### src/rtl/irqc_pkg.sv
package irqc_pkg;

    typedef enum logic [1:0] {
        ST_MASKED  = 2'd0,
        ST_HOLDOFF = 2'd1,
        ST_ARMED   = 2'd2
    } entry_state_t;

    localparam logic [1:0] ADDR_FLAG = 2'd0;
    localparam logic [1:0] ADDR_EN   = 2'd1;
    localparam logic [1:0] ADDR_GIE  = 2'd2;

endpackage

### src/rtl/irqc_flag_bank.sv
module irqc_flag_bank #(
    parameter int N_FLAG = 4,
    parameter int N_SRC  = 6
) (
    input  logic              clk,
    input  logic              rst_n,
    input  logic [N_FLAG-1:0] evt_i,
    input  logic              w1c_i,
    input  logic [N_FLAG-1:0] w1c_mask_i,
    input  logic              en_wr_i,
    input  logic [N_SRC-1:0]  en_wdata_i,
    input  logic [N_FLAG-1:0] ack_clr_i,
    output logic [N_FLAG-1:0] flag_o,
    output logic [N_SRC-1:0]  en_o
);

    logic [N_FLAG-1:0] flag_q;
    logic [N_FLAG-1:0] flag_d;
    logic [N_FLAG-1:0] sw_clr;
    logic [N_SRC-1:0]  en_q;

    // set dominates both clear paths
    always_comb begin
        sw_clr = w1c_i ? w1c_mask_i : '0;
        flag_d = (flag_q & ~sw_clr & ~ack_clr_i) | evt_i;
    end

    always_ff @(posedge clk or negedge rst_n) begin
        if (!rst_n) begin
            flag_q <= '0;
        end else begin
            flag_q <= flag_d;
        end
    end

    always_ff @(posedge clk or negedge rst_n) begin
        if (!rst_n) begin
            en_q <= '0;
        end else if (en_wr_i) begin
            en_q <= en_wdata_i;
        end
    end

    assign flag_o = flag_q;
    assign en_o   = en_q;

    AST_EVT_SETS_FLAG: assert property (@(posedge clk) disable iff (!rst_n)
        (evt_i != '0) |=> ((flag_q & $past(evt_i)) == $past(evt_i)));

    AST_ACK_CLEARS_FLAG: assert property (@(posedge clk) disable iff (!rst_n)
        ((ack_clr_i != '0) && ((ack_clr_i & evt_i) == '0))
        |=> ((flag_q & $past(ack_clr_i)) == '0));

    AST_W0_KEEPS_FLAG: assert property (@(posedge clk) disable iff (!rst_n)
        (w1c_i && (w1c_mask_i == '0) && (ack_clr_i == '0))
        |=> ((flag_q & $past(flag_q)) == $past(flag_q)));

endmodule

### src/rtl/irqc_prio_pick.sv
module irqc_prio_pick #(
    parameter int N_SRC = 6,
    parameter int VEC_W = $clog2(N_SRC + 1)
) (
    input  logic [N_SRC-1:0] req_i,
    output logic [N_SRC-1:0] grant_o,
    output logic [VEC_W-1:0] vec_o,
    output logic             any_o
);

    always_comb begin
        grant_o = '0;
        vec_o   = '0;
        for (int i = N_SRC - 1; i >= 0; i--) begin
            if (req_i[i]) begin
                grant_o    = '0;
                grant_o[i] = 1'b1;
                vec_o      = VEC_W'(i + 1);
            end
        end
        any_o = |req_i;
    end

    always_comb begin
        AST_GRANT_ONEHOT: assert ($onehot0(grant_o));
        AST_VEC_RANGE: assert (vec_o <= VEC_W'(N_SRC));
    end

endmodule

### src/rtl/irqc_entry_fsm.sv
module irqc_entry_fsm
    import irqc_pkg::*;
(
    input  logic clk,
    input  logic rst_n,
    input  logic retire_i,
    input  logic reti_i,
    input  logic sei_i,
    input  logic cli_i,
    input  logic ack_i,
    input  logic any_req_i,
    output logic irq_o,
    output logic gie_o,
    output logic take_o
);

    entry_state_t state_q;
    entry_state_t state_d;
    logic         rearm;

    assign rearm = reti_i | sei_i;

    always_ff @(posedge clk or negedge rst_n) begin
        if (!rst_n) begin
            state_q <= ST_MASKED;
        end else begin
            state_q <= state_d;
        end
    end

    always_comb begin
        state_d = state_q;
        unique case (state_q)
            ST_MASKED: begin
                if (rearm) state_d = ST_HOLDOFF;
            end
            ST_HOLDOFF: begin
                if (rearm)         state_d = ST_HOLDOFF;
                else if (retire_i) state_d = ST_ARMED;
            end
            ST_ARMED: begin
                if (take_o)     state_d = ST_MASKED;
                else if (rearm) state_d = ST_HOLDOFF;
            end
            default: state_d = ST_MASKED;
        endcase
        if (cli_i) state_d = ST_MASKED;
    end

    always_comb begin
        gie_o  = (state_q != ST_MASKED);
        irq_o  = (state_q == ST_ARMED) && any_req_i && !cli_i;
        take_o = irq_o && ack_i;
    end

    AST_CLI_DROPS_GIE: assert property (@(posedge clk) disable iff (!rst_n)
        cli_i |=> !gie_o);

    AST_TAKE_DROPS_GIE: assert property (@(posedge clk) disable iff (!rst_n)
        take_o |=> !gie_o);

    AST_NO_ENTRY_ON_ENABLE: assert property (@(posedge clk) disable iff (!rst_n)
        $rose(gie_o) |-> !irq_o);

    AST_RETI_HOLDS: assert property (@(posedge clk) disable iff (!rst_n)
        (reti_i && !cli_i) |=> (gie_o && !irq_o));

endmodule

### src/rtl/irqc_top.sv
module irqc_top
    import irqc_pkg::*;
#(
    parameter int N_FLAG  = 4,
    parameter int N_LEVEL = 2,
    parameter int N_SRC   = N_FLAG + N_LEVEL,
    parameter int VEC_W   = $clog2(N_SRC + 1)
) (
    input  logic               clk,
    input  logic               rst_n,
    input  logic [N_FLAG-1:0]  evt_i,
    input  logic [N_LEVEL-1:0] lvl_i,
    input  logic               reg_wr_i,
    input  logic [1:0]         reg_addr_i,
    input  logic [N_SRC-1:0]   reg_wdata_i,
    output logic [N_SRC-1:0]   reg_rdata_o,
    input  logic               retire_i,
    input  logic               reti_i,
    input  logic               sei_i,
    input  logic               cli_i,
    input  logic               ack_i,
    output logic               irq_o,
    output logic [VEC_W-1:0]   vec_o,
    output logic               gie_o
);

    logic [N_FLAG-1:0] flag;
    logic [N_SRC-1:0]  en;
    logic [N_SRC-1:0]  req;
    logic [N_SRC-1:0]  grant;
    logic [N_FLAG-1:0] ack_clr;
    logic              any_req;
    logic              take;
    logic              w1c;
    logic              en_wr;

    assign w1c   = reg_wr_i && (reg_addr_i == ADDR_FLAG);
    assign en_wr = reg_wr_i && (reg_addr_i == ADDR_EN);

    irqc_flag_bank #(
        .N_FLAG (N_FLAG),
        .N_SRC  (N_SRC)
    ) flag_bank_i (
        .clk        (clk),
        .rst_n      (rst_n),
        .evt_i      (evt_i),
        .w1c_i      (w1c),
        .w1c_mask_i (reg_wdata_i[N_FLAG-1:0]),
        .en_wr_i    (en_wr),
        .en_wdata_i (reg_wdata_i),
        .ack_clr_i  (ack_clr),
        .flag_o     (flag),
        .en_o       (en)
    );

    // flagged sources first, level sources above them
    generate
        for (genvar g = 0; g < N_SRC; g++) begin : g_req
            if (g < N_FLAG) begin : g_evt
                assign req[g] = flag[g] & en[g];
            end else begin : g_lvl
                assign req[g] = lvl_i[g-N_FLAG] & en[g];
            end
        end
    endgenerate

    irqc_prio_pick #(
        .N_SRC (N_SRC),
        .VEC_W (VEC_W)
    ) prio_pick_i (
        .req_i   (req),
        .grant_o (grant),
        .vec_o   (vec_o),
        .any_o   (any_req)
    );

    irqc_entry_fsm entry_fsm_i (
        .clk       (clk),
        .rst_n     (rst_n),
        .retire_i  (retire_i),
        .reti_i    (reti_i),
        .sei_i     (sei_i),
        .cli_i     (cli_i),
        .ack_i     (ack_i),
        .any_req_i (any_req),
        .irq_o     (irq_o),
        .gie_o     (gie_o),
        .take_o    (take)
    );

    assign ack_clr = take ? grant[N_FLAG-1:0] : '0;

    always_comb begin
        reg_rdata_o = '0;
        unique case (reg_addr_i)
            ADDR_FLAG: reg_rdata_o[N_FLAG-1:0] = flag;
            ADDR_EN:   reg_rdata_o = en;
            ADDR_GIE:  reg_rdata_o[0] = gie_o;
            default:   reg_rdata_o = '0;
        endcase
    end

    AST_IRQ_NEEDS_GIE: assert property (@(posedge clk) disable iff (!rst_n)
        irq_o |-> (gie_o && (vec_o != '0)));

    AST_IDLE_ACK_KEEPS: assert property (@(posedge clk) disable iff (!rst_n)
        (ack_i && !irq_o && !reti_i && !sei_i && !cli_i)
        |=> (gie_o == $past(gie_o)));

endmodule

### config.mk
export PLATFORM = sky130hd
export DESIGN_NAME = irqc_top
export DESIGN_NICKNAME = d
export VERILOG_FILES = /design/src/rtl/irqc_pkg.sv /design/src/rtl/irqc_flag_bank.sv /design/src/rtl/irqc_prio_pick.sv /design/src/rtl/irqc_entry_fsm.sv /design/src/rtl/irqc_top.sv
export SDC_FILE = /design/constraint.sdc
export NUM_CORES = 1
export LEC_CHECK = 0
export BUFFER_PORTS_ARGS = -buffer_cell sky130_fd_sc_hd__buf_2
export CAP_MARGIN = 10
export CORE_MARGIN = 2
export CORE_UTILIZATION = 45
export CTS_CLUSTER_SIZE = 10
export DETAILED_ROUTE_END_ITERATION = 16
export PLACE_DENSITY = 0.88
export REMOVE_ABC_BUFFERS = 1
export SYNTH_ARGS = -nofsm -noshare
export SYNTH_HDL_FRONTEND = slang
export SYNTH_SLANG_ARGS = --single-unit
export TNS_END_PERCENT = 1
### constraint.sdc
create_clock -name clk -period 1.6 [get_ports clk]
set_input_delay 0 -clock clk [delete_from_list [all_inputs] [get_ports clk]]
set_output_delay 0 -clock clk [all_outputs]
set_load 0.05 [all_outputs]
## After elaboration in Yosys (flattened, before gate mapping)

Cells that the tools add are included.
Widths: inputs -> output; s select.

- Add/subtract/negate cells: 0
- Multiply operators: 0
- Div/mod/pow operators: 0
- $lt $le $gt $ge: 0
- Eq/ne operators: 5
- Shifts and indexed selects: 0
- Muxes and demuxes: 22
- Bitwise gates (word level): 12
- Reduce and logical (&&, ||, !) cells: 10

Operator list:

| cell | count |
|---|---|
| $mux 4 | 7 |
| $mux 3 | 6 |
| $mux 2 | 6 |
| $and 4x4->4 | 2 |
| $not 4->4 | 2 |
| $and 1x1->1 | 6 |
| $pmux 2 s3 | 1 |
| $pmux 3 s2 | 1 |
| $reduce_or 6->1 | 1 |
| $logic_and 1x1->1 | 5 |
| $eq 2x1->1 const B | 2 |
| $eq 2x2->1 const B | 2 |
| $logic_not 2->1 | 2 |
| $ne 4x3->1 const B | 1 |
| $or 4x4->4 | 1 |
| $pmux 1 s3 | 1 |
| $reduce_bool 2->1 | 1 |
| $logic_not 1->1 | 1 |
| $or 1x1->1 | 1 |

- Bits in registers: 12
- Latch bits: 0
- Memory bits (writable): 0
- Bits in read-only memories: 0
- Output and inout port bits: 11
- Logic and storage cells: 52
- Memories: 0

## Logic depth before layout (Yosys ltp)

- Depth in word-level cells: 10
- Depth in mapped cells: 4
- Mapped depth without buffers: 3

## By module

A second synthesis with hierarchy kept.

- Cells, all modules: 86
- Area, all modules: 847.1 sq um

By module, submodules not included:

| module | times used | cells an instance | area each (sq um) | seq. area each (sq um) |
|---|---|---|---|---|
| irqc_flag_bank | 1 | 29 | 416.6 | 250.2 |
| irqc_top | 1 | 25 | 177.7 | 0.0 |
| irqc_entry_fsm | 1 | 15 | 140.1 | 50.0 |
| irqc_prio_pick | 1 | 17 | 112.6 | 0.0 |

## Worst setup path before layout

OpenSTA, ideal clock, no wires.

- Path kind: register to output
- From: register flag_bank_i.flag_q[0] (netlist: flag_bank_i.flag_o[0])
- To: output vec_o[2]
- Data arrival time: 1628 ps
- Data required time: 1600 ps
- Path slack: -28 ps
- Stages on the path, launching flop included: 3
- Cells stage by stage: dfrtp_1 a222oi_1 nor2b_1

- Word-level cells in the longest chain between the ends: 2

Ends and longest elaborated chain:

| element | RTL line | source |
|---|---|---|
| start, declared | irqc_flag_bank.sv:17 | `logic [N_FLAG-1:0] flag_q;` |
| start signal, assigned | irqc_flag_bank.sv:32 | `flag_q <= flag_d;` |
| $and 1x1->1 | irqc_top.sv:60 | `assign req[g] = flag[g] & en[g];` |
| $mux 3 | irqc_prio_pick.sv:15 | `if (req_i[i]) begin` |
| end, declared | irqc_top.sv:23 | `output logic [VEC_W-1:0] vec_o,` |

Every way passes these cells.

## Worst setup path after layout

- From: register flag_bank_i.flag_q[3] (netlist: flag_bank_i.flag_o[3])
- To: output vec_o[0]

- Word-level cells in the longest chain between the ends: 5

Ends and longest elaborated chain:

| element | RTL line |
|---|---|
| $and 1x1->1 | irqc_top.sv:60 |
| $mux 3 (4 in series) | irqc_prio_pick.sv:15 |

Every way passes these cells.

==> flow_metrics.py <==
metrics = {
    "synthesis": {
        "synth-seq-cells": 12,
        "synth.most_common_cell": "dfrtp_1",
        "synth_area_sq_um": 733.2,
        "synth_edf_count": 0,
        "synth_ff_type": "dfrtp_1",
        "yosys.area.top_type": "dfrtp_1",
        "synth_top_area_frac": 0.4096,
        "yosysWarnings": 0,
        "async_flop_share": 1.000,
        "synthTopCellsByArea": "dfrtp_1 41%, mux2_2 9.2%, mux2i_1 5.5%, and3b_1 4.8%, nand2_1 4.6%",
        "yosysSeqAreaShare": 0.4096,
        "synth_common_cells": "12 x dfrtp_1, 9 x nand2_1, 6 x mux2_2, 5 x nor2_1",
        "avgSynthCellArea_sq_um": 10.04,
        "ys_types": 29,
        "synthesis.instances": 73,
    },
    "drt": {
        "dr.pass1.iters": 4,
        "vias_per_cell": 6.049,
        "drt-initial-drc-count": 36,
        "routed_wl_microns": 2411,
        "wl_per_cell_microns": 16.74,
        "drc": 0,
        "vias": 871,
        "ant_nets": 0,
    },
    "clock_network": {
        "cts_root_buffer": "clkbuf_4",
        "cts_buffers": 3,
        "tritoncts": "done",
        "cts_buffer_depth": 2,
        "cts.sinks": 12,
        "cts.clk_slew.worst_paths_ps": 70,
        "cts_htree_levels": 1,
        "clk_latency_ps": 270,
    },
    "power_and_ir_drop": {
        "peakVddDrop_v": 0.0005479,
        "clockPowerShare": 0.177,
        "seqPwrFrac": 0.374,
        "combPwrFrac": 0.450,
        "p_switching_w": 0.0004014,
        "p_int_w": 0.0006111,
        "cellPowerDensity_nw_per_um2": 885.4,
        "p_sw_frac": 0.3965,
        "p_leak_nw": 0.5420,
    },
    "worst_setup_path": {
        "cp-start-kind": "flop",
        "cp_max_fo": 3,
        "required_ps": 1600,
        "cp_slowest_cell": "dfrtp_1",
        "crit_arrival_ps": 1580,
        "crit_chain": "buf_4 -> nand2_1 -> a32o_1 -> a22o_1 -> buf_2",
        "slowest_delay_ps": 370,
        "regToRegSetupSlack_ps": 190,
        "cp-end-kind": "primary output",
        "path_class": "flop to primary output",
    },
    "floorplanning": {
        "fp.coreArea_sq_um": 1524,
        "io-pin-count": 33,
        "die_w_microns": 44.37,
        "die_h_microns": 44.37,
        "die-area_sq_um": 1968,
        "row_count": 14,
        "start_util": 0.4811,
    },
    "placement": {
        "gp_congestion": 0.8340,
        "portBuffers": 32,
        "dpl.hpwl_microns": 1423,
        "place_inst": 122,
    },
    "final_layout": {
        "drive_above_1_share": 0.4609,
        "final_net_count": 152,
        "area_growth_pct": 55.97,
        "antenna_cells": 0,
        "fin_cells": 144,
    },
    "min_path": {
        "min_path_type": "input pin to flop",
    },
    "sta": {
        "fin_crit_sh": 0.9847,
        "tightestPinTransition_ps": 690.7,
        "hold_slack_ps": 23.18,
        "rsz0062_at_grt": "true",
        "setup-violations-final": 0,
        "fmax_mhz": 634.7,
        "fin_skew_ps": 12.31,
        "drv_slew": 0,
        "max_slew_margin": 0.5386,
        "hold_violations": 0,
        "min_period_ps": 1576,
    },
    "global_route": {
        "grt_pass1_wl_microns": 3470,
        "grt_max_degree": 13,
        "antenna_found_initial": 0,
        "grt_overflow_total": 0,
        "track_usage": 0.2440,
        "grt_pass1_vias": 819,
    },
    "status": {
        "status": "finished, final reports clean",
    },
    "run": {
        "drv_cap": 0,
    },
}
cell usage in the layout (no fill, tap or decap), drive strengths merged, types with 2 or more instances in the layout:
cell type	netlist	layout
nand4	2	2
dfrtp	12	12
mux2i	4	4
a21boi	2	2
and3b	4	4
nor2	5	5
mux2	6	6
clkbuf	0	3
dlygate4sd3	0	11
a31o	3	3
o21ai	3	3
nand2	9	9
a222oi	2	2
nand3	3	3
buf	1	42
nor2b	4	4
repair_timing:
item | in CTS | in global routing
pin swaps | 3 | 4
hold buffers | 11 | 0
endpoints found under the setup margin | 2 | 2
buffers inserted | 6 | 2
gates resized for setup | 2 | 8
endpoints found under the hold margin | 22 | 0
power by group through the flow:
| stage | logic, W | clock network, W | registers, W |
|---|---|---|---|
| 2_1_floorplan | 0.000249 | 0 | 0.000378 |
| 3_3_place_gp | 0.000345 | 0 | 0.000383 |
| 3_5_place_dp | 0.000352 | 0 | 0.000385 |
| 4_1_cts | 0.000412 | 0.000180 | 0.000373 |
| 5_1_grt | 0.000475 | 0.000205 | 0.000384 |
| 6_report | 0.000455 | 0.000179 | 0.000378 |
per-stage QoR:
stage	util	cell area, sq um	total power (W)	worst slack, ps	setup TNS, ps
floorplan	-	728.2	0.0006265	-28.14	-28.14
global placement	0.6059	923.4	0.0007279	170.8	0
detailed placement	0.6059	923.4	0.0007375	130.9	0
CTS	0.7266	1107	0.0009658	1.694	0
global route	0.7504	1144	0.001063	-36.09	-44.13
finish	0.7504	1144	0.001013	24.47	0
cells by family (layout without fill, tap and decap cells):
family                 Yosys count  after routing  share of synthesized area
AOI/OAI and AO/OA               17             17                     0.1843
buffers and inverters            1             56                   0.006819
DFF                             12             12                     0.4096
muxes                           10             10                     0.1468
and+or+nand+nor                 33             33                     0.2525
cell type report:
cell class | count | area (sq um)
Multi-Input combinational cell | 60 | 437.9
Timing Repair Buffer | 53 | 361.6
Fill cell | 104 | 380.4
Clock buffer | 3 | 22.52
Sequential cell | 12 | 301.5
Tap cell | 16 | 20.02
per-layer routing:
| layer | global-route usage | routed length (microns) | vias up |
|---|---|---|---|
| met3 | 0.07755 | 180 | 12 |
| met4 | 0.05455 | 93 | 0 |
| li1 | - | - | 393 |
| met1 | 0.2872 | 946 | 410 |
| met5 | 0 | 0 | - |
| met2 | 0.4324 | 1190 | 56 |
critical path: cells and delay by family, from the launching register on:
| kind | cells | cell delay, ps |
|---|---|---|
| compound gates | 2 | 490 |
| buf+inv | 2 | 360 |
| simple gates | 1 | 80 |
| flops | 1 | 370 |
registers in the layout, indices dropped and copies added, names as in the netlist:
| register | count |
|---|---|
| flag_bank_i.flag_o | 4 |
| flag_bank_i.en_o | 6 |
| entry_fsm_i.state_q | 2 |
worst paths after layout:
kind / startpoint / to / depth (start not counted)
max in group asynchronous: rst_n / flag_bank_i.flag_o[2]$_DFF_PN0_ / 2
max: flag_bank_i.flag_o[3]$_DFF_PN0_ / vec_o[0] / 5
min in group asynchronous: rst_n / entry_fsm_i.state_q[1]$_DFFE_PN0P_ / 2
min: retire_i / entry_fsm_i.state_q[1]$_DFFE_PN0P_ / 3
min reg2reg: flag_bank_i.en_o[5]$_DFFE_PN0P_ / flag_bank_i.en_o[5]$_DFFE_PN0P_ / 1
max reg2reg: flag_bank_i.en_o[1]$_DFFE_PN0P_ / flag_bank_i.flag_o[3]$_DFF_PN0_ / 5
Note: power is estimated with default switching activity, not from simulation.
